## src/rtl/uart_txq_pkg.sv

```systemverilog
package uart_txq_pkg;
    typedef enum logic [1:0] {
        ST_EMPTY      = 2'd0,
        ST_HELD       = 2'd1,
        ST_SHIFT      = 2'd2,
        ST_SHIFT_HELD = 2'd3
    } txq_state_e;
endpackage

```

## src/rtl/txq_ring.sv

```systemverilog
module txq_ring #(
    parameter int DEPTH = 16,
    parameter int DW    = 8
) (
    input  logic                       clk,
    input  logic                       rst_n,
    input  logic                       clr,
    input  logic                       push,
    input  logic                       pop,
    input  logic [DW-1:0]              din,
    output logic [DW-1:0]              dout,
    output logic [$clog2(DEPTH+1)-1:0] count
);
    localparam int PW = $clog2(DEPTH);
    localparam int CW = $clog2(DEPTH+1);

    logic [DW-1:0] mem [DEPTH];
    logic [PW-1:0] wptr, rptr;

    always_ff @(posedge clk) begin
        if (push && !clr) begin
            mem[wptr] <= din;
        end
    end

    always_ff @(posedge clk or negedge rst_n) begin
        if (!rst_n) begin
            wptr  <= '0;
            rptr  <= '0;
            count <= '0;
        end else if (clr) begin
            wptr  <= '0;
            rptr  <= '0;
            count <= '0;
        end else begin
            if (push) wptr <= wptr + PW'(1);
            if (pop)  rptr <= rptr + PW'(1);
            count <= count + CW'(push) - CW'(pop);
        end
    end

    assign dout = mem[rptr];

    // storage never asked to grow past its depth
    a_r1_no_overflow: assert property (@(posedge clk) disable iff (!rst_n)
        (count == CW'(DEPTH) && push && !clr) |-> pop);
    a_r1_bounded: assert property (@(posedge clk) disable iff (!rst_n)
        count <= CW'(DEPTH));
endmodule

```

## src/rtl/txq_ctrl.sv

```systemverilog
module txq_ctrl
    import uart_txq_pkg::*;
(
    input  logic clk,
    input  logic rst_n,
    input  logic wr_acc,
    input  logic ld_gnt,
    input  logic shift_done,
    input  logic q_more,
    input  logic thre_ien,
    output logic thr_empty,
    output logic tx_empty,
    output logic thre_irq
);
    txq_state_e state_q, state_d;
    logic       busy, busy_d;
    logic       pend_q, pend_d;

    always_comb begin
        busy   = (state_q == ST_SHIFT) || (state_q == ST_SHIFT_HELD);
        busy_d = ld_gnt || (busy && !shift_done);
        unique case ({busy_d, q_more})
            2'b00:   state_d = ST_EMPTY;
            2'b01:   state_d = ST_HELD;
            2'b10:   state_d = ST_SHIFT;
            default: state_d = ST_SHIFT_HELD;
        endcase
        pend_d = pend_q;
        if (wr_acc) begin
            pend_d = 1'b0;
        end else if (shift_done && busy && state_d == ST_EMPTY && thre_ien) begin
            pend_d = 1'b1;
        end
    end

    always_ff @(posedge clk or negedge rst_n) begin
        if (!rst_n) begin
            state_q <= ST_EMPTY;
            pend_q  <= 1'b0;
        end else begin
            state_q <= state_d;
            pend_q  <= pend_d;
        end
    end

    always_comb begin
        unique case (state_q)
            ST_EMPTY:      begin thr_empty = 1'b1; tx_empty = 1'b1; end
            ST_SHIFT:      begin thr_empty = 1'b1; tx_empty = 1'b0; end
            ST_HELD:       begin thr_empty = 1'b0; tx_empty = 1'b0; end
            default:       begin thr_empty = 1'b0; tx_empty = 1'b0; end
        endcase
        thre_irq = pend_q;
    end

    // an accepted write clears both flags and the request
    a_r4_write_clears: assert property (@(posedge clk) disable iff (!rst_n)
        wr_acc |=> (!thr_empty && !tx_empty && !thre_irq));
    // an interrupt only stands while the transmitter is empty
    a_r8_irq_needs_temt: assert property (@(posedge clk) disable iff (!rst_n)
        thre_irq |-> tx_empty);
    // a disabled source never becomes pending on its own
    a_r8_masked: assert property (@(posedge clk) disable iff (!rst_n)
        (!thre_irq && !thre_ien) |=> !thre_irq);
endmodule

```

## src/rtl/uart_txq.sv

```systemverilog
module uart_txq #(
    parameter int DEPTH = 16,
    parameter int DW    = 8
) (
    input  logic          clk,
    input  logic          rst_n,
    input  logic          host_wr,
    input  logic [DW-1:0] host_wdata,
    input  logic          fcr_wr,
    input  logic          fcr_fifo_en,
    input  logic          fcr_tx_flush,
    input  logic          thre_ien,
    input  logic          ld_req,
    input  logic          shift_done,
    output logic          ld_gnt,
    output logic [DW-1:0] ld_data,
    output logic          thr_empty,
    output logic          tx_empty,
    output logic          thre_irq
);
    localparam int CW = $clog2(DEPTH+1);

    logic          fifo_en;
    logic          clr, wr_acc, q_full, pop, q_more;
    logic [CW-1:0] cap, count;

    always_ff @(posedge clk or negedge rst_n) begin
        if (!rst_n)      fifo_en <= 1'b0;
        else if (fcr_wr) fifo_en <= fcr_fifo_en;
    end

    always_comb begin
        cap    = fifo_en ? CW'(DEPTH) : CW'(1);
        clr    = fcr_wr && (fcr_tx_flush || (fcr_fifo_en != fifo_en));
        wr_acc = host_wr && !clr;
        q_full = count >= cap;
        ld_gnt = ld_req && (count != '0) && !clr;
        pop    = ld_gnt || (wr_acc && q_full);
        q_more = !clr && (wr_acc || (count > CW'(pop)));
    end

    txq_ring #(.DEPTH(DEPTH), .DW(DW)) i_ring (
        .clk   (clk),
        .rst_n (rst_n),
        .clr   (clr),
        .push  (wr_acc),
        .pop   (pop),
        .din   (host_wdata),
        .dout  (ld_data),
        .count (count)
    );

    txq_ctrl i_ctrl (
        .clk        (clk),
        .rst_n      (rst_n),
        .wr_acc     (wr_acc),
        .ld_gnt     (ld_gnt),
        .shift_done (shift_done),
        .q_more     (q_more),
        .thre_ien   (thre_ien),
        .thr_empty  (thr_empty),
        .tx_empty   (tx_empty),
        .thre_irq   (thre_irq)
    );

    // a write into a full queue keeps it full
    a_r2_full_stays_full: assert property (@(posedge clk) disable iff (!rst_n)
        (q_full && wr_acc) |=> (count == $past(cap)));
    // taking the last byte with no write leaves holding-empty set
    a_r5_last_load: assert property (@(posedge clk) disable iff (!rst_n)
        (ld_gnt && count == CW'(1) && !wr_acc) |=> thr_empty);
    // a flush leaves nothing queued
    a_r6_flush: assert property (@(posedge clk) disable iff (!rst_n)
        clr |=> (count == '0 && thr_empty));
    // single-register mode never holds more than one byte
    a_r7_single: assert property (@(posedge clk) disable iff (!rst_n)
        !fifo_en |-> (count <= CW'(1)));
endmodule

```

## config.mk

```make
export PLATFORM = sky130hd
export DESIGN_NAME = uart_txq
export DESIGN_NICKNAME = d
export VERILOG_FILES = /design/src/rtl/uart_txq_pkg.sv /design/src/rtl/txq_ring.sv /design/src/rtl/txq_ctrl.sv /design/src/rtl/uart_txq.sv
export SDC_FILE = /design/constraint.sdc
export NUM_CORES = 1
export LEC_CHECK = 0
export ABC_AREA = 0
export BUFFER_PORTS_ARGS = -buffer_cell sky130_fd_sc_hd__buf_2
export CORE_MARGIN = 10
export CORE_UTILIZATION = 45
export DETAILED_ROUTE_END_ITERATION = 12
export GPL_TIMING_DRIVEN = 0
export PLACE_DENSITY = 0.73
export SYNTH_ARGS = -nofsm -noshare
export SYNTH_HDL_FRONTEND = slang
export SYNTH_SLANG_ARGS = --single-unit
```

## constraint.sdc

```tcl
create_clock -name clk -period 3 [get_ports clk]
set_input_delay 0.3 -clock clk [delete_from_list [all_inputs] [get_ports clk]]
set_output_delay 0.3 -clock clk [all_outputs]
set_load 0.1 [all_outputs]
```

# --- Word-level counts from Yosys, hierarchy flattened ---
# Memory sizes are Yosys's and may differ from the RTL's.
# Cells that the tools add are included.
word_totals:
  ramBits: 128
  output_inout_bits: 12
  elab_cells: 57
  register_bits: 17
  in_bits: 17
  memories: 1
op_classes:
  n_reduce_logical: 26
  muxes: 13
  add_sub_neg: 4
  n_eq_ne: 5
  n_lt_le_gt_ge: 2
memory_table:
  columns: ["name", "words", "word_bits", "rd", "rd_ports_with_merged_regs", "wr", "line", "source"]
  rows:
  - ["i_ring.mem", 16, 8, 1, 0, 1, "txq_ring.sv:17", "logic [DW-1:0] mem [DEPTH];"]
op_table:
  columns: ["op", "n"]
  rows:
  - ["2-to-1 mux 4 bit", 4]
  - ["logical AND 1 bit", 11]
  - ["2-to-1 mux 5 bit", 2]
  - ["adder 4 x 1 -> 4 bit (second input constant)", 2]
  - ["equality test 2 bit (second input constant)", 3]
  - ["zero test 2 bit", 3]
  - ["2-to-1 mux 1 bit", 6]
  - ["case mux 2 bit (3 select lines)", 1]
  - ["nonzero test 2 bit", 3]
  - ["adder 5 x 1 -> 5 bit", 1]
  - ["greater-or-equal comparator 5 bit", 1]
  - ["greater-than comparator 5 x 1 -> 1 bit", 1]
  - ["logical OR 1 bit", 5]
  - ["nonzero test 5 bit", 1]
  - ["subtractor 5 x 1 -> 5 bit", 1]
  - ["equality test 2 x 1 -> 1 bit (second input constant)", 1]
  - ["zero test 1 bit", 2]
  - ["OR reduction 2 bit", 1]
  - ["!= test 1 bit", 1]

# --- Depth between registers and ports, before layout ---
logic_depth:
  word_depth: 17
  ltp_mapped: 15
  mapped_depth_nobuf: 15

# --- Hierarchy ---
# From an unflattened synthesis, not the netlist that was laid out.
unflattened:
  cells_unflattened: 334
  hier_area_um2: 6052.1
by_module_without_submodules:
  columns: ["module", "instances", "seq_area_each_um2", "cells_each", "area_per_inst_um2"]
  rows:
  - ["txq_ring", 1, 4169.0, 300, 5745.5]
  - ["uart_txq", 1, 25.0, 22, 170.2]
  - ["txq_ctrl", 1, 75.1, 12, 136.4]

# --- Least setup slack after synthesis ---
# OpenSTA, ideal clock, no wires.
synth_timing:
  path_kind: "reg-to-reg"
  start: "reg fifo_en"
  end: "reg i_ring.count[4]"
  required_ps: 2922
  path_slack_ps: -10
  arrival_ps: 2931
  path_stages_with_launch: 15
  period_less_slack_ps: 3010
  setup_ps: 78
  n_path_buf: 0
  path_cell_list: "dfrtp_1 -> inv_1 -> ha_1 -> a41oi_1 -> a21boi_0 -> nor2_1 -> nor2_1 -> ha_1 -> inv_1 -> ha_1 -> fa_1 -> a21oi_1 -> nor2_1 -> or3_1 -> a21oi_1"
synth_via:
  elab_chain_len: 9
  word_cells_on_any_way: 13
  classes_between: "2 x add/sub; 1 x order compare; 1 x eq/ne; 2 x mux; 7 x reduce/logical"
synth_lines:
  columns: ["element", "line", "source"]
  rows:
  - ["start: declaration", "uart_txq.sv:23", "logic fifo_en;"]
  - ["start signal: assignment", "uart_txq.sv:29", "else if (fcr_wr) fifo_en <= fcr_fifo_en;"]
  - ["branches (longest 8 deep; another with adder 5 x 1 -> 5 bit)", null, null]
  - ["2-to-1 mux 5 bit (*)", "txq_ring.sv:31", "end else if (clr) begin"]
  - ["end signal: assignment", "txq_ring.sv:38", "count <= count + CW'(push) - CW'(pop);"]
  - ["end: declaration", "txq_ring.sv:12", "output logic [$clog2(DEPTH+1)-1:0] count"]
# Mark *: on every way between the ends.
# A chain may end at the register's enable or synchronous reset.

# --- Final worst setup path ---
# Same ends and word-level chain as after synthesis.

==> reports/metrics.yaml <==
floorplanning:
  placementRows: 43
  start_util: 0.4561
  die_h_um: 138.2
  coreArea_sq_um: 13770
  fp.dieW_um: 138.2
  die_area_sq_um: 19090
  io_pins: 29
power:
  power.leakage_nw: 2.733
  ir_worst_vdd_uv: 411.8
  finalPower_w: 0.006875
  power.density_nw_per_um2: 913.3
setup_path:
  path_class: "reg2reg"
  worstPathRequired_ps: 3350
  worstPathMaxFanout: 3
  crit_path_start_kind: "flip-flop"
  worst_ep_arrival_time_ps: 3350
  end_kind: "flip-flop"
clock_network:
  clock_latency_ps: 420
  h-tree-depth: 4
  clk_pin_slew_ps: 60
  cts_buffers: 17
  clock_path_buffers: 2
  ctsRootBufferMaster: "clkbuf_16"
  clkSinkCount: 145
  cts_tree: "built"
grt:
  grt_first_pass_wirelength_mm: 20.75
  grt_pass1_vias: 3678
  gr-total-overflow: 0
  grt_use_total: 0.1386
  antenna_found_initial: 0
  grt_max_degree: 18
synth:
  synth-seq-cells: 145
  syn_avg_cell_area_sq_um: 16.15
  synth_async_sr_flop_share: 0.1172
  synth_top_flop_cell: "edfxtp_1"
  synth_commonest_cells: "128 x edfxtp_1, 26 x mux2i_1, 22 x nor2_1, 21 x o21ai_0, 20 x inv_1"
  synthesis.nets: 425
  syn_area_sq_um: 6282
  yosys_warnings: 0
  netlist-cell-type-count: 46
  synth_top_area_cell: "edfxtp_1"
  netlist_top_cells_area: "edfxtp_1 61%, dfrtp_1 6.8%, mux4_2 5.7%"
  synth_top_area_share: 0.6118
  synth_edf_count: 128
  netlist_instances: 389
  yosysSeqAreaShare: 0.6795
  synth_most_common_cell: "edfxtp_1"
worst_hold_path:
  hold_class: "in2reg"
sta:
  clock.fmax_mhz: 333.6
  fin_crit_sh: 0.9993
  maxSlewViolCount: 0
  setup_tns_ps: 0
  finalHoldViolCount: 0
  rsz0062_at_grt: "true"
  min_period_ps: 2998
  setup_slack_ps: 2.187
  maxSlewHeadroom: 0.4181
  worstMarginPinSlew_ps: 869.7
  setup_viol: 0
  worst_clock_skew_ps: 7.867
  whs_ps: 97.05
route:
  avgRoutedWirePerCell_um: 20.82
  routed_wl_mm: 13.62
  drt_iter0_markers: 312
  ant_nets: 0
  route.vias.total: 3647
  vias_per_cell: 5.576
  firstDrtPassIters: 7
  route.detailed.drc: 0
finish:
  area_growth_pct: 19.82
  antenna_cells: 0
  fill_cells: 1068
  drive_gt1_frac: 0.3207
  fin_cells: 654
  final-seq-area_sq_um: 4269
  nNetsFinal: 497
  multi_input_area_sq_um: 1914
placed_design:
  io_buffers: 27
  routabilityCongestion: 0.8038
  placedCellCount: 600
  dp_hpwl_mm: 8.873
  place_ws_ps: -329.9
status:
  outcome: "finished, final reports clean"
run:
  cap_violations: 0
==> worst max-delay path, cell delays in order (launching register included) <==
cell	delay, ps
dfrtp_1	410
inv_2	80
ha_1	360
a41oi_2	230
a21boi_2	110
nor2_2	140
nor2_2	70
ha_1	310
inv_2	50
ha_4	150
fa_2	350
a21oi_2	120
nor2_1	60
or3_1	360
a21oi_2	140
==> registers in the layout, summed over array words and instances, names as in the netlist <==
| signal | flops |
|---|---|
| fifo_en | 1 |
| i_ctrl.state_q | 2 |
| i_ctrl.thre_irq | 1 |
| i_ring.count | 5 |
| i_ring.mem | 128 |
| i_ring.rptr | 4 |
| i_ring.wptr | 4 |
==> kinds of logic after synthesis <==
group | share of synthesized area
compound gates | 0.07469
xor+xnor | 0.009562
fa+ha+maj | 0.03904
buf+inv | 0.03127
flops | 0.6795
mux | 0.1155
simple gates | 0.05039
==> routing by layer <==
layer,global-route usage,part of all wire
met1,0.1660,0.41
met3,0.03527,0.058
met5,0,0
met4,0.04661,0.018
met2,0.2372,0.52
==> path summary, 6_finish.rpt <==
kind	from	end	slack [ps]	cells after the start
min	shift_done	i_ctrl.state_q[1]	100	2
max	fifo_en	i_ring.count[4]	2	14
min reg2reg	i_ctrl.state_q[1]	i_ctrl.state_q[1]	570	2
max reg2reg	fifo_en	i_ring.count[4]	2	14
min in group asynchronous	rst_n	i_ring.count[2]	350	2
max in group asynchronous	rst_n	fifo_en	2360	2
==> power by group <==
| group | internal (W) | switching, W | total [W] |
|---|---|---|---|
| Combinational | 0.000940 | 0.00154 | 0.00248 |
| Clock | 0.00110 | 0.000929 | 0.00203 |
| Sequential | 0.00230 | 0.0000644 | 0.00237 |
==> area by class of cell <==
| type | count | share of cell area |
|---|---|---|
| timing repair buffer | 53 | 0.04654 |
| clock inverter | 15 | 0.01895 |
| multi-input combinational | 206 | 0.2543 |
| tap | 180 | 0.02992 |
| clock buffer | 17 | 0.05652 |
| sequential | 145 | 0.5672 |
| buffer | 18 | 0.01662 |
| inverter | 20 | 0.009973 |
==> through the flow <==
stage               instance area, sq um  utilization
floorplan                           6290            -
global placement                    6650       0.4828
detailed placement                  6705       0.4868
CTS                                 7397       0.5371
global route                        7527       0.5465
finish                              7527       0.5465
==> repair_timing <==
action,CTS,global route
setup buffers,11,10
endpoints found under the hold margin,17,0
setup endpoints to repair,2,9
hold buffers,1,0
pin swaps,5,13
resized for setup,13,22
==> cells in the final DEF, fill, tap and decap left out, types with 11 or more instances in the layout <==
cell         n
edfxtp_1   128
buf_4       29
mux2i_1     26
buf_2       24
o21ai_0     21
nor2_1      20
clkbuf_16   17
dfrtp_1     17
mux4_2      16
ha_1        15
inv_1       14
nand2_1     13
and2_1      11
Power figures use the tool's default switching activity.
